File: src/rtl/dcbp_pkg.sv
package dcbp_pkg;
   localparam int GATE_N = 6;

   // gate vector bit positions
   localparam int GB_POS_HI  = 0;
   localparam int GB_POS_LO  = 1;
   localparam int GB_NEG_HI  = 2;
   localparam int GB_NEG_LO  = 3;
   localparam int GB_LINK_P  = 4;
   localparam int GB_LINK_N  = 5;

   typedef logic [GATE_N-1:0] gate_vec_t;

   // conduction sets for the two active vectors (diagonal plus both rails)
   localparam gate_vec_t SET_POS = gate_vec_t'((1 << GB_POS_HI) | (1 << GB_POS_LO) |
                                               (1 << GB_LINK_P) | (1 << GB_LINK_N));
   localparam gate_vec_t SET_NEG = gate_vec_t'((1 << GB_NEG_HI) | (1 << GB_NEG_LO) |
                                               (1 << GB_LINK_P) | (1 << GB_LINK_N));
endpackage

File: src/rtl/dcbp_tri_carrier.sv
module dcbp_tri_carrier #(
   parameter int CNT_W = 10
) (
   input  logic             clk,
   input  logic             idle,
   input  logic [CNT_W-1:0] top,
   output logic [CNT_W-1:0] cnt,
   output logic             at_zero
);
   logic rising;

   always_ff @(posedge clk) begin
      if (idle) begin
         cnt    <= '0;
         rising <= 1'b1;
      end else if (rising) begin
         if (cnt < top) begin
            cnt <= cnt + CNT_W'(1);
         end else if (cnt != '0) begin
            cnt    <= cnt - CNT_W'(1);
            rising <= (cnt == CNT_W'(1));
         end
      end else begin
         cnt <= cnt - CNT_W'(1);
         if (cnt == CNT_W'(1)) rising <= 1'b1;
      end
   end

   assign at_zero = (cnt == '0);
endmodule

File: src/rtl/dcbp_ref_capture.sv
module dcbp_ref_capture #(
   parameter int REF_W = 12,
   localparam int MAG_W = REF_W - 1
) (
   input  logic             clk,
   input  logic             idle,
   input  logic             load,
   input  logic [REF_W-1:0] ref_in,
   output logic             pol_neg,
   output logic [MAG_W-1:0] mag
);
   logic             sgn;
   logic             is_min;
   logic [MAG_W-1:0] low;
   logic [MAG_W-1:0] mag_next;

   assign sgn    = ref_in[REF_W-1];
   assign low    = ref_in[MAG_W-1:0];
   assign is_min = sgn && (low == '0);

   always_comb begin
      if (is_min)   mag_next = '1;                  // clip full-scale negative
      else if (sgn) mag_next = ~low + MAG_W'(1);
      else          mag_next = low;
   end

   always_ff @(posedge clk) begin
      if (idle) begin
         pol_neg <= 1'b0;
         mag     <= '0;
      end else if (load) begin
         pol_neg <= sgn;
         mag     <= mag_next;
      end
   end
endmodule

File: src/rtl/dcbp_pattern.sv
module dcbp_pattern
   import dcbp_pkg::*;
#(
   parameter int CNT_W = 10,
   parameter int MAG_W = 11
) (
   input  logic [CNT_W-1:0] cnt,
   input  logic [MAG_W-1:0] mag,
   input  logic             pol_neg,
   output gate_vec_t        want
);
   localparam int CMP_W = (CNT_W > MAG_W) ? CNT_W : MAG_W;

   logic [CMP_W-1:0] cnt_x;
   logic [CMP_W-1:0] mag_x;
   logic             active;

   generate
      if (CNT_W >= MAG_W) begin : g_pad_mag
         assign cnt_x = cnt;
         assign mag_x = {{(CMP_W-MAG_W){1'b0}}, mag};
      end else begin : g_pad_cnt
         assign cnt_x = {{(CMP_W-CNT_W){1'b0}}, cnt};
         assign mag_x = mag;
      end
   endgenerate

   assign active = (mag_x > cnt_x);

   always_comb begin
      if (!active)     want = '0;
      else if (pol_neg) want = SET_NEG;
      else             want = SET_POS;
   end
endmodule

File: src/rtl/dcbp_dead_guard.sv
module dcbp_dead_guard
   import dcbp_pkg::*;
#(
   parameter int DT_W = 4
) (
   input  logic            clk,
   input  logic            idle,
   input  gate_vec_t       want,
   input  logic [DT_W-1:0] dead_len,
   output gate_vec_t       gate
);
   logic [DT_W-1:0] age;
   logic            drop;
   logic            may_rise;

   // any turn-off opens the whole set
   assign drop     = |(gate & ~want);
   assign may_rise = !drop && (age >= dead_len);

   generate
      for (genvar gi = 0; gi < GATE_N; gi++) begin : g_gate
         always_ff @(posedge clk) begin
            if (idle) gate[gi] <= 1'b0;
            else      gate[gi] <= want[gi] && !drop && (gate[gi] || may_rise);
         end
      end
   endgenerate

   always_ff @(posedge clk) begin
      if (idle)               age <= '0;
      else if (drop)          age <= DT_W'(1);
      else if (age != '1)     age <= age + DT_W'(1);
   end
endmodule

File: src/rtl/dcbp_gate_seq.sv
module dcbp_gate_seq
   import dcbp_pkg::*;
#(
   parameter int REF_W = 12,
   parameter int CNT_W = 10,
   parameter int DT_W  = 4
) (
   input  logic             clk,
   input  logic             rst,
   input  logic             en,
   input  logic [REF_W-1:0] ref_smp,
   input  logic [CNT_W-1:0] car_top,
   input  logic [DT_W-1:0]  dead_len,
   output logic             g_pos_hi,
   output logic             g_pos_lo,
   output logic             g_neg_hi,
   output logic             g_neg_lo,
   output logic             g_link_p,
   output logic             g_link_n,
   output logic             neg_half
);
   localparam int MAG_W = REF_W - 1;

   generate
      if (REF_W < 3) begin : g_chk_ref
         $error("dcbp_gate_seq: REF_W must be at least 3");
      end
      if (CNT_W < 2) begin : g_chk_cnt
         $error("dcbp_gate_seq: CNT_W must be at least 2");
      end
      if (DT_W < 1) begin : g_chk_dt
         $error("dcbp_gate_seq: DT_W must be at least 1");
      end
   endgenerate

   logic             idle;
   logic [CNT_W-1:0] car_cnt;
   logic             car_zero;
   logic [MAG_W-1:0] mag_q;
   logic             pol_q;
   gate_vec_t        want;
   gate_vec_t        gate_q;

   assign idle = rst || !en;

   dcbp_tri_carrier #(.CNT_W(CNT_W)) i_carrier (
      .clk     (clk),
      .idle    (idle),
      .top     (car_top),
      .cnt     (car_cnt),
      .at_zero (car_zero)
   );

   dcbp_ref_capture #(.REF_W(REF_W)) i_capture (
      .clk     (clk),
      .idle    (idle),
      .load    (car_zero),
      .ref_in  (ref_smp),
      .pol_neg (pol_q),
      .mag     (mag_q)
   );

   dcbp_pattern #(.CNT_W(CNT_W), .MAG_W(MAG_W)) i_pattern (
      .cnt     (car_cnt),
      .mag     (mag_q),
      .pol_neg (pol_q),
      .want    (want)
   );

   dcbp_dead_guard #(.DT_W(DT_W)) i_guard (
      .clk      (clk),
      .idle     (idle),
      .want     (want),
      .dead_len (dead_len),
      .gate     (gate_q)
   );

   assign g_pos_hi = gate_q[GB_POS_HI];
   assign g_pos_lo = gate_q[GB_POS_LO];
   assign g_neg_hi = gate_q[GB_NEG_HI];
   assign g_neg_lo = gate_q[GB_NEG_LO];
   assign g_link_p = gate_q[GB_LINK_P];
   assign g_link_n = gate_q[GB_LINK_N];
   assign neg_half = pol_q;
endmodule

File: config.mk
export PLATFORM = sky130hd
export DESIGN_NAME = dcbp_gate_seq
export DESIGN_NICKNAME = d
export VERILOG_FILES = /design/src/rtl/dcbp_pkg.sv /design/src/rtl/dcbp_tri_carrier.sv /design/src/rtl/dcbp_ref_capture.sv /design/src/rtl/dcbp_pattern.sv /design/src/rtl/dcbp_dead_guard.sv /design/src/rtl/dcbp_gate_seq.sv
export SDC_FILE = /design/constraint.sdc
export NUM_CORES = 1
export LEC_CHECK = 0
export BUFFER_PORTS_ARGS = -buffer_cell sky130_fd_sc_hd__buf_4
export CELL_PAD_IN_SITES_DETAIL_PLACEMENT = 1
export CELL_PAD_IN_SITES_GLOBAL_PLACEMENT = 2
export CORE_ASPECT_RATIO = 2
export CORE_UTILIZATION = 36
export DETAILED_ROUTE_END_ITERATION = 6
export PLACE_DENSITY_LB_ADDON = 0.15
export RECOVER_POWER = 100
export REMOVE_ABC_BUFFERS = 1
export SLEW_MARGIN = 5
export SYNTH_ARGS = -nofsm -noshare
export SYNTH_HDL_FRONTEND = slang
export SYNTH_SLANG_ARGS = --single-unit
export TNS_END_PERCENT = 10
File: constraint.sdc
create_clock -name clk -period 4.1 [get_ports clk]
set_input_delay 0.82 -clock clk [delete_from_list [all_inputs] [get_ports clk]]
set_output_delay 0.82 -clock clk [all_outputs]
set_load 0.03 [all_outputs]
# Word-level counts from Yosys, hierarchy flattened
# Cells that the tools add are included.
[op_classes]
addsub = 4
n_lt_le_gt_ge = 3
eq_ne = 3
mux = 13
bitwise_logic = 3
reduce_logical = 29
[op_table]
columns = ["op", "n"]
rows = [
  ["10-bit two-way mux", 3],
  ["11-bit two-way mux", 2],
  ["1-bit logical AND", 14],
  ["11-bit by 1-bit adder with 11-bit output (second input constant)", 1],
  ["11-bit by 10-bit > comparator with 1-bit output", 1],
  ["11-bit logical NOT", 1],
  ["11-bit NOT", 1],
  ["10-bit by 1-bit adder with 10-bit output (second input constant)", 1],
  ["10-bit by 1-bit equality test with 1-bit output (second input constant)", 1],
  ["10-bit logical NOT", 1],
  ["10-bit < comparator", 1],
  ["10-bit nonzero test", 1],
  ["10-bit by 1-bit subtractor with 10-bit output (second input constant)", 1],
  ["1-bit logical OR", 7],
  ["7-bit OR reduction", 1],
  ["6-bit AND", 1],
  ["1-bit two-way mux", 6],
  ["6-bit two-way mux", 1],
  ["6-bit NOT", 1],
  ["6-bit OR reduction", 1],
  ["4-bit by 1-bit adder with 4-bit output (second input constant)", 1],
  ["4-bit >= comparator", 1],
  ["4-bit two-way mux", 1],
  ["4-bit inequality test (second input constant)", 1],
  ["3 further kinds", 4],
]
[word_totals]
ff_bits = 33
inputBits = 29
out_inout_bits = 7
elab_cells = 67

# Depth between registers and ports, before layout
# Gate-level depths: netlist of run 1.
[depth]
depth_word = 9
ltp_mapped = 8
depth_no_buf = 8

# Modules after synthesis
# Synthesis of run 1 repeated with hierarchy kept, for this count alone.
[hier_totals]
hier_cells = 286
hier_area_um2 = 2507.4
[modules_own_cells]
columns = ["mod", "instances", "cells_each", "area_each_um2", "seq_area_each_um2"]
rows = [
  ["dcbp_tri_carrier", 1, 122, 1012.2, 220.2],
  ["dcbp_ref_capture", 1, 70, 631.9, 240.2],
  ["dcbp_dead_guard", 1, 51, 544.3, 200.2],
  ["dcbp_pattern", 1, 42, 312.8, 0.0],
  ["dcbp_gate_seq", 1, 1, 6.3, 0.0],
]

# Worst setup path after synthesis of run 1
# Ideal clock, no wire load.
[synth_timing]
kind = "input -> register"
from = "input car_top[9]"
to = "register i_carrier.cnt[5]"
setup_ps = 133
arrival_ps = 2233
required_ps = 3967
path_slack_ps = 1734
path_stages = 8
cell_sequence = "inv_1 > ha_1 > nand2_1 > nor2_1 > a31oi_1 > and3_1 > o311ai_0 > a31oi_1"
[synth_between]
elab_chain_cells = 3
elab_cells_between_ends = 4
[synth_lines]
columns = ["item", "line", "rtl"]
rows = [
  ["start: declaration", "dcbp_gate_seq.sv:12", "input logic [CNT_W-1:0] car_top,"],
  ["10-bit < comparator *", "dcbp_tri_carrier.sv:17", "if (cnt < top) begin"],
  ["10-bit two-way mux", "dcbp_tri_carrier.sv:17", ""],
  ["10-bit two-way mux", "dcbp_tri_carrier.sv:16", "end else if (rising) begin"],
  ["end signal: assignment", "dcbp_tri_carrier.sv:18", "cnt <= cnt + CNT_W'(1);"],
  ["end signal: assignment", "dcbp_tri_carrier.sv:20", "cnt <= cnt - CNT_W'(1);"],
  ["end signal: assignment", "dcbp_tri_carrier.sv:24", "cnt <= cnt - CNT_W'(1);"],
  ["end: declaration", "dcbp_tri_carrier.sv:7", "output logic [CNT_W-1:0] cnt,"],
]
# Every way passes the cells marked *; elsewhere a longest branch is shown, timed or not.
# A chain may end at the register's enable or synchronous reset.

# Worst setup path after layout of run 1
[layout_timing]
from = "input car_top[5]"
to = "register i_carrier.cnt[9]"
# The elaborated chain is that of the path after synthesis.

==> results of run 1 <==
==> final cells by class <==
class / count / share of cell area (%)
clock inverter: 1 / 1.07
sequential: 33 / 23.6
tap: 86 / 3.84
timing repair buffer: 36 / 8.58
inverter: 33 / 4.42
multi-input combinational: 220 / 53.4
clock buffer: 7 / 5.09
==> power breakdown <==
group	switching [mW]	internal, mW
Sequential	0.00831	0.331
Clock	0.145	0.304
Combinational	0.0808	0.0649
Total	0.234	0.700
==> worst paths after layout <==
path / start / to / slack [ns]
worst max-delay path: car_top[5] / i_carrier.cnt[9] / 1.36
worst min-delay path: i_guard.gate[5] / i_guard.gate[5] / 0.48
worst max register to register: i_carrier.cnt[5] / i_carrier.cnt[9] / 1.61
worst min register to register: i_guard.gate[5] / i_guard.gate[5] / 0.48
==> stage by stage <==
| step | instances | cell area (µm²) | power (mW) | util [%] | hold slack (ns) |
|---|---|---|---|---|---|
| finish | 416 | 2800 | 0.934 | 44.4 | 0.478 |
| global route | 416 | 2800 | 0.979 | 44.4 | 0.499 |
| CTS | 416 | 2850 | 0.954 | 45.2 | 0.485 |
| detailed placement | 408 | 2680 | 0.498 | 42.5 | 0.475 |
| global placement | 408 | 2680 | 0.495 | 42.5 | 0.455 |
| floorplan | 286 | 2300 | 0.437 | - | 0.440 |
==> synthesized netlist by cell type (2+ instances only) <==
cell / instances
o31a_1: 2
xnor2_1: 8
inv_1: 33
and4_2: 2
a211oi_1: 2
a2111oi_0: 3
xor2_1: 2
mux2i_1: 10
a21o_1: 6
a21oi_1: 30
dfxtp_1: 33
a31oi_1: 5
and3_2: 2
nor2_1: 13
nand3_1: 12
o21ai_0: 18
nand2_1: 32
nand4b_1: 2
and3_1: 3
a32oi_1: 2
nand2b_1: 5
nor2b_1: 5
buf_6: 2
nor3_1: 9
clkbuf_1: 3
nand2_2: 2
ha_1: 28
==> metal layers <==
metal | up-vias | share of wire (%) | track usage [%]
li1 | 1104 | - | -
met4 | 0 | 2.5 | 9.68
met3 | 9 | 2.2 | 3.99
met5 | - | 0 | 0
met2 | 33 | 61 | 43.7
met1 | 1064 | 34 | 18.1
==> critical path, stage by stage <==
cell and delay, ns:
clkbuf_4 0.10, inv_1 0.03, ha_1 0.28, nand2_1 0.07, o21ai_0 0.36, a21oi_1 0.11, o211ai_1 0.72, a31oi_1 0.25
mux2i_1 0.17
==> sequential cells by signal, summed over array words and instances (netlist names) <==
register and count:
i_guard.gate 6, i_capture.mag 11, i_guard.age 4, i_carrier.cnt 10
i_capture.pol_neg 1, i_carrier.rising 1
==> cells by family after synthesis <==
family,after synthesis
simple gates,96
flops,33
mux,10
compound gates,76
xor+xnor,10
buf+inv,39
fa+ha+maj,28
==> out/summary.txt, run 1 <==
Area share of the largest cell type after synthesis -> 28.1%
Maximum fanout along the worst path -> 10
I/O pin count -> 36
Worst Max-Slew Pin Slew -> 0.851 ns
Clk slew on worst S/H paths -> 0.06 ns
Worst setup margin -> 1.36 ns
Fmax -> 364 MHz
Worst-case reg-to-reg path depth -> 7
Clk_lat worst skew -> 0.28 ns
Max-slew headroom -> 43.0%
All-Layer GR Usage -> 21.1%
Pin count of the biggest net entering global routing -> 29
Seq cells post-synth -> 33
Synth-to-Final Area Change -> 19.1%
GP Congestion -> 0.832
Cts hold-fix bufs -> 0
Tmin final -> 2.74 ns
Initial antenna violation count -> 0
Via/cell ratio -> 5.31
Fillers -> 801
Crit Path Category -> input pin to flip-flop
Number of buffers created by CTS -> 5
Final setup violation count -> 0
Post-synthesis simple-gate area fraction -> 21.6%
Syn Std Cell Area -> 2350 µm²
DR WL/cell -> 15.4 µm
Clock Tree Root -> clkbuf_16
P_leak -> 1.26 nW
Global-route wire length before repair -> 10.7 mm
Final HPWL DP -> 5.11 mm
Hold crit path type -> flip-flop to flip-flop
First-pass DRT Iterations -> 4
Sink Count -> 33
Post-CTS Setup Repair Bufs -> 0
Run status -> finished clean
Area of the multi-input gates -> 1500 µm²
Synth Area in XOR/XNOR -> 3.73%
Vias -> 2210
GRT Residual Overflow -> 0
Detailed Route Iter0 Violations -> 28
Setup crit start kind -> input pin
Post-synthesis compound-gate area fraction -> 20.2%
H-tree depth -> 2
Final setup TNS -> 0 ns
Max_cap viols -> 0
Ant. Diodes -> 0
Final hold violations -> 0
Number of global-route vias before repair -> 2363
Register area share after synthesis -> 28.1%
Synth warn -> 0
Most frequent cells in the layout -> inv_1 (33), dfxtp_1 (33), nand2_1 (32), a21oi_1 (30), ha_1 (28)
Final Max Tran Viols -> 0
Power Dens Cells -> 334 nW/µm²
Required time worst endpoint -> 4.26 ns
Post-Syn Area per Cell -> 8.05 µm²
Mux cell area share after synthesis -> 4.26%
Synth cell types -> 45
Nets@finish -> 386
Main flop type after synthesis -> dfxtp_1
Core area -> 6310 µm²
Syn Inst Count -> 292
Post-placement setup slack -> 1.31 ns
Drt total wl -> 6.42 mm
Maximum VDD drop -> 214 µV
Post-synth EDFFs -> 0
RSZ-0062 raised after global routing -> false
Hold Path Cell Cnt -> 2
Post-synth top area cell -> dfxtp_1
PortBufs -> 35
Worst Skew -> 0.00210 ns
Register area -> 661 µm²
Asr flop ratio synth -> 0%
# rows -> 41
Share of layout cells above drive strength 1 -> 13.3%
DIE AREA -> 6880 µm²
Ranking of synthesized cells by area -> dfxtp_1 (28%), ha_1 (15%), a21oi_1 (6.4%), inv_1 (5.3%), nand2_1 (5.1%)
Crit end category -> flip-flop
Post-CTS Resized -> 0
Die width -> 59.1 µm
Largest family of logic cells by synthesized area -> simple AND/OR/NAND/NOR gates
Synth Area in Adders -> 14.9%
Arrival time at the worst endpoint -> 2.90 ns
Residual DRC -> 0
CTS tree -> built
Die height -> 116 µm
Clk buf depth -> 2
Detail Route Antenna Nets -> 0
Starting density of the core -> 37.3%
Final period utilization -> 66.9%
Power figures use the tool's default switching activity.
==> run 2, diff against run 1 <==
--- a/config.mk
+++ b/config.mk
@@ -9,7 +9,7 @@
 export CELL_PAD_IN_SITES_DETAIL_PLACEMENT = 1
 export CELL_PAD_IN_SITES_GLOBAL_PLACEMENT = 2
 export CORE_ASPECT_RATIO = 2
-export CORE_UTILIZATION = 36
+export CORE_UTILIZATION = 33
 export DETAILED_ROUTE_END_ITERATION = 6
 export PLACE_DENSITY_LB_ADDON = 0.15
 export RECOVER_POWER = 100
==> constraint.sdc (replaced) <==
create_clock -name clk -period 2.8 [get_ports clk]
set_input_delay 0.56 -clock clk [delete_from_list [all_inputs] [get_ports clk]]
set_output_delay 0.56 -clock clk [all_outputs]
set_load 0.03 [all_outputs]
==> out/summary.txt, run 2 (synthesis gave the netlist of run 1 again) <==
Run status -> finished clean
Combinational Power Share -> 15.6% (about the same)
Final Max Tran Viols -> 0 (unchanged)
Clock Tree Root -> clkbuf_16
First-pass DRT Iterations -> 4 (unchanged)
# rows -> 43 (+4.9%)
Max FFs per register -> 11 (unchanged)
Final hold violations -> 0 (unchanged)
Flop pwr share -> 36.6% (+0.3 points)
Clock power share -> 47.8% (-0.3 points)
Slowest cell on crit path -> o21ai_0
Sink Count -> 33 (unchanged)
All-Layer GR Usage -> 18.4% (-2.7 points)
Hold Path Cell Cnt -> 2 (unchanged)
Required time worst endpoint -> 2.95 ns (-1.31 ns)
Global-route wire length before repair -> 9.99 mm (-6.8%)
Final HPWL DP -> 5.08 mm (-0.54%)
Clk slew on worst S/H paths -> 0.05 ns (about the same)
Setup crit start kind -> flip-flop
CTS tree -> built
Worst Skew -> 0.00405 ns (+0.00196 ns)
Crit-path cells -> ha_1 > a21oi_1 > o21ai_0 > a31oi_1 > and3_1 > o311ai_0 > a31oi_1
Ant. Diodes -> 0 (unchanged)
Vias -> 2200 (-0.45%)
Residual DRC -> 0 (unchanged)
Min-Delay Endpoint -> i_guard.gate[5]
Nets@finish -> 386 (unchanged)
DIE AREA -> 7490 µm² (+8.9%)
RSZ-0062 raised after global routing -> false
Post-CTS Resized -> 0 (unchanged)
DP Cell Count -> 412 (+0.98%)
Worst Min Path Start -> i_guard.gate[5]
H-tree depth -> 2 (unchanged)
Top flop regs -> i_capture.mag x11, i_carrier.cnt x10, i_guard.gate x6
P_leak -> 1.26 nW (about the same)
Clk buf depth -> 2 (unchanged)
Clk_lat worst skew -> 0.28 ns (about the same)
Number of buffers created by CTS -> 5 (unchanged)
Largest register by flop count -> i_capture.mag
Hold crit path type -> flip-flop to flip-flop
Internal -> 1.02 mW (+46%)
Crit-path max cell delay -> 0.54 ns (-0.18 ns)
I/O pin count -> 36 (unchanged)
GRT Residual Overflow -> 0 (unchanged)
DR WL/cell -> 14.9 µm (-3.4%)
Final Util -> 40.7% (-3.6 points)
Share of layout cells above drive strength 1 -> 13.3% (unchanged)
Post-Layout Cell Count -> 420 (+0.96%)
Cts hold-fix bufs -> 0 (unchanged)
Crit end category -> flip-flop
Most frequent cells in the layout -> inv_1 (33), dfxtp_1 (33), nand2_1 (32), a21oi_1 (30)
R2R setup slack -> 0.41 ns (-1.20 ns)
Worst setup margin -> 0.406 ns (-0.950 ns)
Arrival time at the worst endpoint -> 2.55 ns (-0.35 ns)
Post-CTS Setup Repair Bufs -> 0 (unchanged)
Synth-to-Final Area Change -> 19.3%
GP Congestion -> 0.824 (-0.95%)
Via/cell ratio -> 5.24 (-1.4%)
Worst-case reg-to-reg path depth -> 7 (unchanged)
Worst Max-Slew Pin Slew -> 0.816 ns (-0.0352 ns)
P_sw -> 0.333 mW (+42%)
Die height -> 121 µm (+4.4%)
Detail Route Antenna Nets -> 0 (unchanged)
Detailed Route Iter0 Violations -> 54 (+93%)
Die width -> 61.7 µm (+4.3%)
Starting density of the core -> 34.1% (-3.1 points)
Post-placement setup slack -> 0.300 ns (-1.02 ns)
Max-slew headroom -> 45.3% (+2.4 points)
Crit Path Category -> flip-flop to flip-flop
Drt total wl -> 6.26 mm (-2.5%)
Core area -> 6890 µm² (+9.1%)
Cell mode on critical path -> a31oi_1
Final period utilization -> 85.5%
Final setup TNS -> 0 ns (unchanged)
Max_cap viols -> 0 (unchanged)
Final setup violation count -> 0 (unchanged)
Worst reg2reg endpoint -> i_carrier.cnt[5]
Number of global-route vias before repair -> 2145 (-9.2%)
FF-to-FF Start -> i_carrier.cnt[7]
Power Dens Cells -> 484 nW/µm² (+45%)
Maximum VDD drop -> 284 µV (+33%)
Initial antenna violation count -> 0 (unchanged)
PortBufs -> 35 (unchanged)
Tmin final -> 2.39 ns
Sw Share -> 24.5% (-0.58 points)
Pin count of the biggest net entering global routing -> 29 (unchanged)
Fmax -> 418 MHz
Maximum fanout along the worst path -> 7 (-3)
## run 2: changes by cell type in the layout (fill, tap and decap cells not counted)
cell      previous run  this run
and3_1               4         3
and4_1               0         1
and3_2               1         2
buf_4               26        28
clkbuf_4             2         0
and4_2               2         1
## run 2: how the worst max path moves through the flow
stage,cells after the start,slack (ns),from,endpoint
final,7,0.41,i_carrier.cnt[7],i_carrier.cnt[5]
after global routing,7,0.22,i_carrier.cnt[5],i_carrier.cnt[9]
after CTS,8,0.43,i_carrier.cnt[8],i_guard.age[3]
after detailed placement,8,0.30,ref_smp[0],i_capture.mag[0]
after global placement,8,0.33,ref_smp[0],i_capture.mag[0]
after floorplan,8,0.69,car_top[9],i_carrier.cnt[5]
## run 2: critical path: cells and delay by family (launching register included)
kind | cells | cell delay, ns
simple gates | 1 | 0.26
fa+ha+maj | 1 | 0.32
flops | 1 | 0.38
compound gates | 5 | 1.32
## run 2: metal layers
metal  vias up  share of wire (%)  track usage [%]
met3         6                1.6             2.88
met4         0                1.6             6.81
met5         -                  0                0
met1      1061                 38             17.8
li1       1103                  -                -
met2        30                 59             35.9
## run 2: stage by stage
step	total power [mW]	hold WS [ns]	area, µm²
after floorplan	0.640	0.440	2300
after global placement	0.723	0.456	2690
after detailed placement	0.728	0.461	2690
after CTS	1.38	0.469	2860
after global routing	1.42	0.490	2810
final	1.36	0.465	2810
## run 2: power groups by stage
stage	sequential [mW]	clock, mW	combinational [mW]
finish	0.497	0.648	0.212
detailed placement	0.508	0	0.220
CTS	0.497	0.660	0.222
global route	0.499	0.677	0.242
global placement	0.507	0	0.216
floorplan	0.507	0	0.132
## run 2: layout make-up
cell class	instances	area, µm²
clock buffers	7	143
fillers	893	4080
clock inverters	1	30.0
repair buffers	36	240
multi-input cells	220	1500
well taps	90	113
flip-flops and latches	33	661
inverters	33	124
